`src/rtl/vpic_pkg.sv`:
```
package vpic_pkg;

    localparam int REG_W  = 32;
    localparam int ADDR_W = 3;
    localparam int VEC_W  = 5;
    localparam int VEC_LSB = 11;

    typedef enum logic [ADDR_W-1:0] {
        A_CFG   = 3'd0,
        A_MASK  = 3'd1,
        A_INSVC = 3'd2,
        A_PEND  = 3'd3,
        A_VEC   = 3'd4
    } reg_addr_e;

    localparam logic [VEC_W-1:0] ERR_VEC = '0;

    typedef struct packed {
        logic             vld;
        logic [VEC_W-1:0] idx;
    } grant_t;

    function automatic logic [REG_W-1:0] vec_word(input logic [VEC_W-1:0] v);
        logic [REG_W-1:0] w;
        w = '0;
        w[VEC_LSB +: VEC_W] = v;
        return w;
    endfunction

endpackage

```
`src/rtl/vpic_prio_enc.sv`:
```
module vpic_prio_enc
    import vpic_pkg::*;
#(
    parameter int N = 31
) (
    input  logic         clk,
    input  logic         rst,
    input  logic [N-1:0] elig_i,
    output grant_t       grant_o
);

    logic [N:0]   above;
    logic [N-1:0] hit;

    assign above[N] = 1'b0;

    generate
        for (genvar i = 0; i < N; i++) begin : g_chain
            assign above[i] = above[i+1] | elig_i[i];
            assign hit[i]   = elig_i[i] & ~above[i+1];
        end
    endgenerate

    always_comb begin
        grant_o.vld = above[0];
        grant_o.idx = '0;
        for (int i = 0; i < N; i++) begin
            if (hit[i]) grant_o.idx = grant_o.idx | VEC_W'(i);
        end
    end

    AST_GRANT_HIGHEST: assert property (@(posedge clk) disable iff (rst)
        grant_o.vld |-> ((elig_i >> grant_o.idx) == N'(1))) else $error("grant not highest");

endmodule

```
`src/rtl/vpic_race_det.sv`:
```
module vpic_race_det #(
    parameter int N = 31
) (
    input  logic         clk,
    input  logic         rst,
    input  logic [N-1:0] src_i,
    input  logic [N-1:0] mask_q_i,
    input  logic         mask_wr_i,
    input  logic [N-1:0] mask_new_i,
    input  logic         err_clr_i,
    output logic         err_o
);

    logic [N-1:0] src_q;
    logic         race;

    assign race = mask_wr_i & (|(mask_q_i & ~mask_new_i & src_i & ~src_q));

    always_ff @(posedge clk) begin
        if (rst) begin
            src_q <= '0;
            err_o <= 1'b0;
        end else begin
            src_q <= src_i;
            if (race)           err_o <= 1'b1;
            else if (err_clr_i) err_o <= 1'b0;
        end
    end

    AST_RACE_FLAGS: assert property (@(posedge clk) disable iff (rst)
        race |=> err_o) else $error("race not flagged");

endmodule

```
`src/rtl/vpic_regfile.sv`:
```
module vpic_regfile
    import vpic_pkg::*;
#(
    parameter int N = 31
) (
    input  logic             clk,
    input  logic             rst,
    input  logic             wr_en_i,
    input  logic [ADDR_W-1:0] addr_i,
    input  logic [REG_W-1:0] wdata_i,
    input  logic             set_vld_i,
    input  logic [VEC_W-1:0] set_idx_i,
    output logic             en_o,
    output logic [N-1:0]     mask_o,
    output logic [N-1:0]     insvc_o
);

    logic wr_cfg, wr_mask, wr_ins;

    assign wr_cfg  = wr_en_i && (addr_i == A_CFG);
    assign wr_mask = wr_en_i && (addr_i == A_MASK);
    assign wr_ins  = wr_en_i && (addr_i == A_INSVC);

    always_ff @(posedge clk) begin
        if (rst) begin
            en_o    <= 1'b0;
            mask_o  <= '0;
            insvc_o <= '0;
        end else begin
            if (wr_cfg)  en_o   <= wdata_i[0];
            if (wr_mask) mask_o <= wdata_i[N-1:0];
            if (wr_ins)
                insvc_o <= insvc_o & ~wdata_i[N-1:0];
            else if (set_vld_i)
                insvc_o <= insvc_o | (N'(1) << set_idx_i);
        end
    end

    AST_RESET_MASK: assert property (@(posedge clk) disable iff (rst)
        $fell(rst) |-> (mask_o == '0 && !en_o)) else $error("reset state");
    AST_W1C_CLEARS: assert property (@(posedge clk) disable iff (rst)
        wr_ins |=> ((insvc_o & $past(wdata_i[N-1:0])) == '0)) else $error("w1c clear");
    AST_W1C_KEEPS: assert property (@(posedge clk) disable iff (rst)
        wr_ins |=> ((insvc_o & ~$past(wdata_i[N-1:0])) ==
                    ($past(insvc_o) & ~$past(wdata_i[N-1:0])))) else $error("w1c keep");

endmodule

```
`src/rtl/vpic_top.sv`:
```
module vpic_top
    import vpic_pkg::*;
#(
    parameter int NSRC = 31
) (
    input  logic              clk,
    input  logic              rst,
    input  logic [NSRC-1:0]   src_i,
    input  logic              wr_en_i,
    input  logic [ADDR_W-1:0] addr_i,
    input  logic [REG_W-1:0]  wdata_i,
    output logic [REG_W-1:0]  rdata_o,
    output logic              irq_o
);

    logic             en;
    logic [NSRC-1:0]  mask, insvc, elig;
    logic             err;
    logic             ack;
    logic             set_vld;
    grant_t           grant;
    logic [VEC_W-1:0] vec_q;

    assign ack     = wr_en_i && (addr_i == A_VEC) && wdata_i[0];
    assign elig    = src_i & mask & ~insvc;
    assign set_vld = ack && !err && grant.vld;

    vpic_regfile #(.N(NSRC)) u_regs (
        .clk(clk), .rst(rst),
        .wr_en_i(wr_en_i), .addr_i(addr_i), .wdata_i(wdata_i),
        .set_vld_i(set_vld), .set_idx_i(grant.idx),
        .en_o(en), .mask_o(mask), .insvc_o(insvc)
    );

    vpic_prio_enc #(.N(NSRC)) u_prio (
        .clk(clk), .rst(rst), .elig_i(elig), .grant_o(grant)
    );

    vpic_race_det #(.N(NSRC)) u_race (
        .clk(clk), .rst(rst), .src_i(src_i), .mask_q_i(mask),
        .mask_wr_i(wr_en_i && (addr_i == A_MASK)),
        .mask_new_i(wdata_i[NSRC-1:0]),
        .err_clr_i(ack), .err_o(err)
    );

    always_ff @(posedge clk) begin
        if (rst)
            vec_q <= ERR_VEC;
        else if (ack) begin
            if (err)            vec_q <= ERR_VEC;
            else if (grant.vld) vec_q <= grant.idx + VEC_W'(1);
            else                vec_q <= ERR_VEC;
        end
    end

    assign irq_o = en & ((|elig) | err);

    always_comb begin
        rdata_o = '0;
        unique case (addr_i)
            A_CFG:   rdata_o[0] = en;
            A_MASK:  rdata_o[NSRC-1:0] = mask;
            A_INSVC: rdata_o[NSRC-1:0] = insvc;
            A_PEND:  rdata_o[NSRC-1:0] = src_i;
            A_VEC:   rdata_o = vec_word(vec_q);
            default: rdata_o = '0;
        endcase
    end

    AST_ACK_SETS_INSVC: assert property (@(posedge clk) disable iff (rst)
        set_vld |=> ((insvc & ~$past(insvc)) != '0)) else $error("insvc not set");
    AST_ERR_ACK_CLEARS: assert property (@(posedge clk) disable iff (rst)
        (ack && err) |=> (!err && vec_q == ERR_VEC && $stable(insvc))) else $error("err ack");
    AST_EMPTY_ACK: assert property (@(posedge clk) disable iff (rst)
        (ack && !err && !grant.vld) |=> (vec_q == ERR_VEC && $stable(insvc))) else $error("empty ack");

endmodule

```
`config.mk`:
```
export PLATFORM = sky130hd
export DESIGN_NAME = vpic_top
export DESIGN_NICKNAME = d
export VERILOG_FILES = /design/src/rtl/vpic_pkg.sv /design/src/rtl/vpic_prio_enc.sv /design/src/rtl/vpic_race_det.sv /design/src/rtl/vpic_regfile.sv /design/src/rtl/vpic_top.sv
export SDC_FILE = /design/constraint.sdc
export NUM_CORES = 1
export LEC_CHECK = 0
export BUFFER_PORTS_ARGS = -buffer_cell sky130_fd_sc_hd__buf_4
export CAP_MARGIN = 20
export CORE_ASPECT_RATIO = 0.6
export CORE_MARGIN = 10
export CORE_UTILIZATION = 50
export CTS_CLUSTER_DIAMETER = 120
export DETAILED_ROUTE_END_ITERATION = 10
export GPL_TIMING_DRIVEN = 0
export PLACE_DENSITY = 0.76
export SYNTH_ARGS = -nofsm -noshare
export SYNTH_HDL_FRONTEND = slang
export SYNTH_SLANG_ARGS = --single-unit
```
`constraint.sdc`:
```
create_clock -name clk -period 2.8 [get_ports clk]
set_input_delay 0.56 -clock clk [delete_from_list [all_inputs] [get_ports clk]]
set_output_delay 0.56 -clock clk [all_outputs]
set_load 0.05 [all_outputs]
```
==> impl_metrics.tcl, run 1 <==
set metrics [dict create \
    clk_path_buf_depth 2 \
    synthArstFlopShare_pct 0 \
    timing.rr.start "u_regs.insvc_o[17]" \
    dieArea_sq_um 15000 \
    clkLatencyLatePin_ns 0.35 \
    core_sq_um 9980 \
    syn_area_per_cell_sq_um 8.06 \
    vias 5608 \
    initial_utilization_pct 52.0 \
    diodes 0 \
    via_per_inst 6.24 \
    syn_area_sq_um 5190 \
    grt_start_max_net_pins 17 \
    arrival_ns 2.29 \
    io_pins 102 \
    hold_end "u_race.src_q[2]" \
    finalWorstSetupSlack_ns -0.0461 \
    relSlewSlack_pct 42.3 \
    required_ns 2.24 \
    end_kind "output port" \
    ant_nets 0 \
    post_drt_wl_per_cell_um 23.6 \
    postLayoutCoreUtil_pct 65.9 \
    timing.final.hold_violations 0 \
    dpl.hpwl_um 15800 \
    ctsHtreeMaxLevel 3 \
    fmax_ghz 0.351 \
    drtPass1Iterations 5 \
    period_needed_ns 2.85 \
    powerDensity_nw_per_um2 503 \
    cts_tree "yes" \
    first_global_vias 5300 \
    antenna_found_initial 0 \
    die_h_um 98.9 \
    crit_type "reg2out" \
    setup_violations 1 \
    final_layout_size_suffix_gt1_share_pct 25.0 \
    finalCritPeriodShare_pct 102 \
    layout.cells.non_filler 899 \
    maxCapViolations 0 \
    grt_setup_unrepaired "true" \
    synth_ff_type "dfxtp_1" \
    yosysTopAreaCell "dfxtp_1" \
    place_area_sq_um 6080 \
    hold_start "src_i[2]" \
    design_area_sq_um 6580 \
    area_growth_pct 26.7 \
    worstSetupStartpointType "register" \
    peakVddDrop_mv 0.314 \
    grt_pass1_wl_um 31000 \
    yosysSeqAreaShare_pct 38.6 \
    violations "setup timing" \
    dpl_worst_slack_ns -0.607 \
    cellLeakagePower_uw 0.00255 \
    fillCellCount 882 \
    synth.area.top_cells "dfxtp_1, nand2_1, mux2_2, a22oi_1, nor2_1" \
    hold_path_class "in2reg" \
    drc 0 \
    timing.rr.end "u_regs.insvc_o[14]" \
    layout_common_cells "nand2_1, buf_4, dfxtp_1, nor2_1, a22oi_1" \
    portBuffers 96 \
    final_common_cell "nand2_1" \
    synth_top_area_share_pct 38.6 \
    nets 834 \
    fp.dieW_um 152 \
    clkSinkCount 100 \
    root_buffer "clkbuf_16" \
    routed_wl_um 21300 \
    min_path_cells 2 \
    cp_max_fo 4 \
    p_total_uw 3310 \
    ys_ff_latch 100 \
    cts_inserted_buffers 9 \
    gp_congestion 0.978 \
    yosysWarnings 0 \
    worst_pin_slew_ns 0.859 \
    dp.cells 875 \
    clock-skew-final_ns 0.00861 \
    final_max_slew_viol_count 0 \
    path_clk_slew_ns 0.07 \
    synth_edf_count 0 \
    drtIter0Drc 769 \
    grt_usage_pct 27.0 \
    placementRows 28 \
    worst-r2r-setup-slack_ns 0.05 \
    grt_overflow 0 \
    syn_nets 719 \
    synthCells 644 \
    reg2regPathDepth 9 \
    outcome "finished with violations" \
    ys_types 57 \
]
per-layer routing:
layer	GRT usage, %	vias up	share of wire, %
met2	37.4	369	40
met1	37.2	2659	43
met3	11.4	50	14
met4	7.96	0	2.4
met5	0	-	0
li1	-	2530	-
metrics by stage:
| step | hold slack, ns | setup TNS, ns |
|---|---|---|
| final | 0.438 | -0.0461 |
| after detailed placement | 0.444 | -18.01 |
| after global routing | 0.445 | -0.125 |
| after floorplan | 0.425 | 0 |
| after global placement | 0.445 | -16.85 |
| after CTS | 0.441 | -0.0657 |
synthesized netlist by cell type, drive strengths merged (2+ instances only):
cell / count
nor2b: 38
nand2: 139
o221ai: 2
a32oi: 6
nor4: 11
nand3b: 12
nor2: 59
a21oi: 36
o22ai: 3
a211oi: 2
or2: 2
a22o: 2
ha: 6
dfxtp: 100
nor3: 31
o21a: 2
nor3b: 5
nand3: 10
a32o: 10
o31ai: 4
and3b: 9
inv: 5
o21ai: 17
buf: 6
clkbuf: 30
a22oi: 40
a31oi: 7
o21bai: 2
o2111ai: 2
mux2: 30
kinds of logic after synthesis:
kind of cell / Yosys count / synth area share, %
XOR/XNOR: 1 / 0.169
AND/OR/NAND/NOR: 319 / 29.9
other: 1 / 0.0722
adder cells (fa/ha/maj): 6 / 1.45
buffers and inverters: 41 / 3.18
flip-flops: 100 / 38.6
multiplexers: 32 / 7.13
AO/OA/AOI/OAI: 144 / 19.6
how the worst max path moves through the flow:
| stage | to | slack (ns) | from |
|---|---|---|---|
| after CTS | irq_o | -0.07 | u_regs.insvc_o[7] |
| final | irq_o | -0.05 | u_regs.insvc_o[17] |
| after detailed placement | u_regs.insvc_o[21] | -0.61 | src_i[17] |
| after global routing | irq_o | -0.09 | u_regs.insvc_o[19] |
| after global placement | u_regs.insvc_o[21] | -0.57 | src_i[7] |
| after floorplan | rdata_o[11] | 0.02 | addr_i[0] |
worst max-delay path, cell delays in order, from the launching register on:
cell	delay (ns)
dfxtp_2	0.36
and3b_1	0.21
or4_4	0.59
nor2_4	0.15
nand2_1	0.12
o31a_1	0.31
buf_4	0.19
flip-flops by register name (all words and copies together) (netlist names):
name and cells:
u_regs.mask_o 31, u_race.src_q 31, u_regs.insvc_o 31, u_regs.en_o 1
vec_q 5, u_race.err_o 1
cell type report:
| class | count | area (sq um) | area share [%] |
|---|---|---|---|
| Multi-Input combinational cell | 503 | 3170 | 48.2 |
| Inverter | 5 | 18.8 | 0.285 |
| Timing Repair Buffer | 104 | 781 | 11.9 |
| Clock buffer | 11 | 243 | 3.69 |
| Sequential cell | 100 | 2000 | 30.4 |
| Clock inverter | 5 | 37.5 | 0.571 |
| Buffer | 36 | 155 | 2.36 |
| Tap cell | 135 | 169 | 2.57 |
power breakdown:
| group | leakage (uW) | switching, uW | internal [uW] |
|---|---|---|---|
| registers | 0.000816 | 19.5 | 1460 |
| clock network | 0.000132 | 587 | 630 |
| logic | 0.00160 | 383 | 233 |
timing repair:
action                                  CTS  global route
endpoints found under the setup margin   51            30
resized for setup                        18            17
pin swaps                                 3             2
hold endpoints to repair                  0             0
setup buffers                             6             2
hold buffers                              0             0
No activity file was read; power rests on OpenSTA's default activity.
==> run 2: changes to the inputs <==
--- a/config.mk
+++ b/config.mk
@@ -5,15 +5,16 @@
 export SDC_FILE = /design/constraint.sdc
 export NUM_CORES = 1
 export LEC_CHECK = 0
+export ABC_AREA = 1
 export BUFFER_PORTS_ARGS = -buffer_cell sky130_fd_sc_hd__buf_4
 export CAP_MARGIN = 20
 export CORE_ASPECT_RATIO = 0.6
 export CORE_MARGIN = 10
-export CORE_UTILIZATION = 50
+export CORE_UTILIZATION = 51
 export CTS_CLUSTER_DIAMETER = 120
 export DETAILED_ROUTE_END_ITERATION = 10
 export GPL_TIMING_DRIVEN = 0
-export PLACE_DENSITY = 0.76
+export PLACE_DENSITY = 0.77
 export SYNTH_ARGS = -nofsm -noshare
 export SYNTH_HDL_FRONTEND = slang
 export SYNTH_SLANG_ARGS = --single-unit
==> run 2 against run 1 <==
The run now ends clean; critical path depth did not move; hold slack got worse by 0.0079 ns; synthesized cell count rose by 25%; global-route usage fell by 2.0 points; cell area rose by 0.70%; sequential share of layout area fell by 0.23 points; clock power rose by 5%.
==> impl_metrics.tcl, run 2 <==
set metrics [dict create \
    finalCritPeriodShare_pct 98.2 \
    end_kind "output port" \
    yosysWarnings 0 \
    grt_overflow 0 \
    nets 988 \
    synth_top_area_share_pct 37.1 \
    synth.area.top_cells "dfxtp_1, nor2_1, nand2_1, inv_1, nand3_1" \
    cts_resized 2 \
    peakVddDrop_mv 0.343 \
    fmax_ghz 0.364 \
    maxCapViolations 0 \
    max_stage_delay_ns 0.62 \
    post_drt_wl_per_cell_um 19.0 \
    cellLeakagePower_uw 0.00295 \
    vias 6161 \
    drtPass1Iterations 6 \
    die_h_um 99.7 \
    clk_path_buf_depth 2 \
    syn_area_per_cell_sq_um 6.72 \
    layout_common_cells "nor2_1, nand2_1, inv_1, dfxtp_1, buf_4" \
    required_ns 2.24 \
    path_common_cell "buf_4" \
    layout.cells.non_filler 1053 \
    outcome "finished clean" \
    ys_types 36 \
    powerDensity_nw_per_um2 533 \
    worstSetupStartpointType "primary input" \
    syn_area_sq_um 5400 \
    cts_tree "yes" \
    clock-skew-final_ns 0.0105 \
    fin_tns_setup_ns 0 \
    multi_input_area_sq_um 2820 \
    dpl.hpwl_um 15500 \
    syn_nets 879 \
    root_buffer "clkbuf_16" \
    synthArstFlopShare_pct 0 \
    drtIter0Drc 763 \
    core_sq_um 10100 \
    ctsHtreeMaxLevel 3 \
    synthCells 804 \
    setup_violations 0 \
    synth_ff_type "dfxtp_1" \
    io_pins 102 \
    final_max_slew_viol_count 0 \
    grt_pass1_wl_um 30600 \
    via_per_inst 5.85 \
    fp.dieW_um 153 \
    portBuffers 98 \
    slowest_stage "clkbuf_1" \
    grt_start_max_net_pins 16 \
    worst_pin_slew_ns 0.797 \
    synth_common_cells "nor2_1, nand2_1, inv_1, dfxtp_1, nand3_1" \
    hold_path_class "in2reg" \
    synth_edf_count 0 \
    path_clk_slew_ns 0.07 \
    yosysTopAreaCell "dfxtp_1" \
    fillCellCount 924 \
    cts_hold_buf 0 \
    timing.final.hold_violations 0 \
    first_global_vias 5592 \
    ys_ff_latch 100 \
    yosysSeqAreaShare_pct 37.1 \
    clkLatencyLatePin_ns 0.35 \
    synth.most_common_cell "nor2_1" \
    relSlewSlack_pct 46.9 \
    cp_cell_sequence "buf_4 > nor3_2 > clkbuf_1 > nand2_1 > o221ai_1 > buf_4" \
    grt_setup_unrepaired "false" \
    crit_type "in2out" \
    cts_inserted_buffers 9 \
    dieArea_sq_um 15200 \
    largestRegisters "u_race.src_q: 31 flops, u_regs.insvc_o: 31 flops, u_regs.mask_o: 31 flops" \
    clkSinkCount 100 \
    post_cts_buffers 0 \
    drc 0 \
    gp_congestion 0.973 \
    routed_wl_um 20000 \
    grt_usage_pct 25.0 \
    area_growth_pct 22.6 \
    cp_max_fo 10 \
    antenna_found_initial 0 \
    final_common_cell "nor2_1" \
    seq_area_sq_um 2000 \
    initial_utilization_pct 53.5 \
    ant_nets 0 \
    diodes 0 \
    placementRows 28 \
    dp.cells 1037 \
    period_needed_ns 2.75 \
    arrival_ns 2.19 \
    final_layout_size_suffix_gt1_share_pct 18.0 \
]
-- run 2: cell count changes after synthesis, sizes merged, moves of 11 or more --
cell,before,now
a21oi,36,47
a22oi,40,0
inv,5,117
mux2,30,0
nand3,10,65
nor2,59,154
nor2b,38,0
nor3,31,15
o21ai,17,54
o221ai,2,25
-- run 2: final timing paths --
| kind | start | endpoint | slack, ns | depth (start not counted) |
|---|---|---|---|---|
| max reg2reg | u_regs.insvc_o[29] | u_regs.insvc_o[23] | 0.22 | 17 |
| max | addr_i[2] | rdata_o[5] | 0.05 | 6 |
| min reg2reg | u_regs.insvc_o[26] | u_regs.insvc_o[26] | 0.48 | 2 |
| min | src_i[3] | u_race.src_q[3] | 0.43 | 3 |
-- run 2: cell type report --
type                       instances  share of cell area, %
inverter                         117                   6.63
clock buffer                      13                   3.78
tap                              135                   2.55
sequential                       100                   30.2
buffer                            32                   2.42
multi-input combinational        555                   42.6
timing repair buffer              98                   11.1
clock inverter                     3                  0.699
-- run 2: report_power, final --
| group | total (uW) | switching [uW] | internal, uW |
|---|---|---|---|
| registers | 1520 | 34.0 | 1490 |
| logic | 731 | 494 | 237 |
| clock network | 1280 | 558 | 721 |
| total | 3530 | 1090 | 2440 |
-- run 2: per-layer routing --
metal,vias up,global-route usage [%],share of wire [%]
met2,446,37.2,41
li1,2856,-,-
met1,2821,35.1,44
met4,0,4.96,1.6
met5,-,0,0
met3,38,7.27,13
-- run 2: worst max-delay path, delay by kind of cell --
kind	cells	cell delay, ns
buf+inv	3	1.00
simple gates	2	0.49
compound gates	1	0.14
-- run 2: per-stage QoR --
stage | area [sq um] | util [%] | worst slack [ns] | hold WS [ns] | power, uW
after CTS | 6610 | 65.5 | 0.00277 | 0.436 | 3510
after global routing | 6630 | 65.7 | 0.00577 | 0.433 | 3650
final | 6630 | 65.7 | 0.0514 | 0.431 | 3530
after floorplan | 5400 | - | 0.247 | 0.426 | 1990
after global placement | 6310 | 62.5 | -0.193 | 0.457 | 2240
after detailed placement | 6310 | 62.5 | -0.222 | 0.462 | 2260
-- run 2: cell families after synthesis --
kind of cell    after synthesis  synth area share (%)
simple gates                395                  33.0
compound gates              153                  17.6
buf+inv                     149                  11.0
flops                       100                  37.1
fa+ha+maj                     6                  1.39
other cells                   1                0.0694
==> run 3: changes to the inputs <==
--- a/config.mk
+++ b/config.mk
@@ -5,16 +5,16 @@
 export SDC_FILE = /design/constraint.sdc
 export NUM_CORES = 1
 export LEC_CHECK = 0
-export ABC_AREA = 1
 export BUFFER_PORTS_ARGS = -buffer_cell sky130_fd_sc_hd__buf_4
 export CAP_MARGIN = 20
 export CORE_ASPECT_RATIO = 0.6
 export CORE_MARGIN = 10
-export CORE_UTILIZATION = 51
+export CORE_UTILIZATION = 50
 export CTS_CLUSTER_DIAMETER = 120
 export DETAILED_ROUTE_END_ITERATION = 10
 export GPL_TIMING_DRIVEN = 0
-export PLACE_DENSITY = 0.77
+export PLACE_DENSITY = 0.76
+export REMOVE_ABC_BUFFERS = 1
 export SYNTH_ARGS = -nofsm -noshare
 export SYNTH_HDL_FRONTEND = slang
 export SYNTH_SLANG_ARGS = --single-unit
==> run 3 against run 2 <==
Cell area up 0.15%; fmax down 1.1%; sequential power down 3%; core utilization up 0.79 points; count of clock-buffer cells in the layout down 1; sequential cell count unchanged; combinational power down 21%; critical path type is now reg2reg.
==> impl_metrics.tcl, run 3 (synthesized netlist as in run 1, its figures left out) <==
set metrics [dict create \
    diodes 0 \
    clkLatencyLatePin_ns 0.35 \
    maxCapViolations 0 \
    cts_hold_buf 0 \
    period_needed_ns 2.78 \
    worst_pin_slew_ns 0.934 \
    critPathTopFamily "simple AND/OR/NAND/NOR gates" \
    root_buffer "clkbuf_16" \
    area_growth_pct 27.8 \
    combPwrFrac_pct 17.7 \
    worstSetupStartpointType "register" \
    timing.rr.start "u_regs.mask_o[16]" \
    setup_violations 0 \
    p_clk_share_pct 37.3 \
    peakVddDrop_mv 0.334 \
    clock-skew-final_ns 0.00643 \
    placementRows 28 \
    ctsHtreeMaxLevel 3 \
    fp.dieW_um 152 \
    hold_end "u_race.src_q[1]" \
    powerDensity_nw_per_um2 494 \
    die_h_um 98.9 \
    antenna_found_initial 0 \
    drtIter0Drc 604 \
    worst-path-buf-inv 2 \
    internal_power_uw 2370 \
    min_path_cells 2 \
    routed_wl_um 18500 \
    p_sw_share_pct 27.8 \
    cp_cell_sequence "and3b_2 > or4_4 > nor2_4 > nand2_1 > o211ai_1 > a21oi_2 > inv_1 > ha_2 > nor2b_4 > buf_4 > a32o_1" \
    hold_path_class "in2reg" \
    finalCritPeriodShare_pct 99.2 \
    drtPass1Iterations 5 \
    layout_common_cells "nand2_1, buf_4, dfxtp_1, nor2_1, a22oi_1" \
    dpl_worst_slack_ns -0.650 \
    finalWorstSetupSlack_ns 0.0216 \
    outcome "finished clean" \
    layout.cells.non_filler 886 \
    cts_inserted_buffers 9 \
    core_sq_um 9980 \
    cp_max_fo 4 \
    timing.rr.end "u_regs.insvc_o[13]" \
    clkSinkCount 100 \
    final_layout_size_suffix_gt1_share_pct 28.4 \
    timing.final.hold_violations 0 \
    max_stage_delay_ns 0.59 \
    postLayoutCoreUtil_pct 66.5 \
    arrival_ns 3.08 \
    first_global_vias 5128 \
    dp.cells 847 \
    fmax_ghz 0.360 \
    hold_start "src_i[1]" \
    path_clk_slew_ns 0.07 \
    cellLeakagePower_uw 0.00262 \
    largestRegisters "u_race.src_q: 31 flops, u_regs.insvc_o: 31 flops, u_regs.mask_o: 31 flops" \
    post_drt_wl_per_cell_um 20.8 \
    grt_start_max_net_pins 84 \
    io_pins 102 \
    p_seq_share_pct 45.0 \
    nets 821 \
    grt_overflow 0 \
    final_max_slew_viol_count 0 \
    drc 0 \
    holdWs_ns 0.435 \
    slowest_stage "or4_4" \
    cts_tree "yes" \
    required_ns 3.10 \
    grt_pass1_wl_um 28000 \
    final_common_cell "nand2_1" \
    worst-r2r-setup-slack_ns 0.02 \
    via_per_inst 6.04 \
    ant_nets 0 \
    dieArea_sq_um 15000 \
    initial_utilization_pct 52.0 \
    vias 5353 \
    reg2regPathDepth 11 \
    portBuffers 99 \
    grt_usage_pct 23.7 \
    end_kind "register" \
    grt_setup_unrepaired "true" \
    gp_congestion 0.875 \
    clk_path_buf_depth 2 \
    crit_type "reg2reg" \
    relSlewSlack_pct 37.2 \
    dpl.hpwl_um 12900 \
    p_sw_uw 913 \
]
[run 3: stage by stage]
| stage | TNS [ns] | power [uW] | area (sq um) |
|---|---|---|---|
| floorplan | -22.59 | 1770 | 5040 |
| global placement | -194.47 | 2000 | 5960 |
| detailed placement | -32.11 | 2020 | 6050 |
| CTS | 0 | 3250 | 6490 |
| global route | -0.551 | 3370 | 6640 |
| finish | 0 | 3280 | 6640 |
[run 3: power groups by stage]
stage | Sequential [uW] | Combinational, uW | Clock [uW]
floorplan | 1500 | 264 | 0
global placement | 1510 | 495 | 0
detailed placement | 1510 | 510 | 0
CTS | 1480 | 549 | 1220
global route | 1480 | 617 | 1280
finish | 1480 | 581 | 1220
[run 3: repair_timing]
| action | 4_1_cts | 5_1_grt |
|---|---|---|
| pin swaps | 5 | 5 |
| gates resized for setup | 16 | 13 |
| endpoints found under the setup margin | 76 | 56 |
| gates cloned | 1 | 0 |
| setup buffers | 10 | 12 |
[run 3: layout make-up]
cell class                 instances  area (sq um)
sequential                       100          2010
fill                             852          3350
clock inverter                     4          22.5
inverter                           5          18.8
tap                              135           169
timing repair buffer             126           997
clock buffer                      12           267
multi-input combinational        504          3150
[run 3: worst max path at each step]
stage | start | cells after the start | end
after floorplan | addr_i[0] | 3 | rdata_o[11]
after global placement | addr_i[0] | 5 | u_regs.mask_o[28]
after detailed placement | src_i[7] | 12 | u_regs.insvc_o[21]
after CTS | u_regs.insvc_o[16] | 9 | u_regs.insvc_o[22]
after global routing | u_regs.mask_o[16] | 11 | u_regs.insvc_o[21]
final | u_regs.mask_o[16] | 11 | u_regs.insvc_o[13]
[run 3: metal layers]
metal  GRT usage (%)  up-vias  share of wire [%]
met5               0        -                  0
met4            4.89        0                1.0
met3            9.54       28                 14
met2            34.2      282                 43
met1            32.5     2535                 43
li1                -     2508                  -
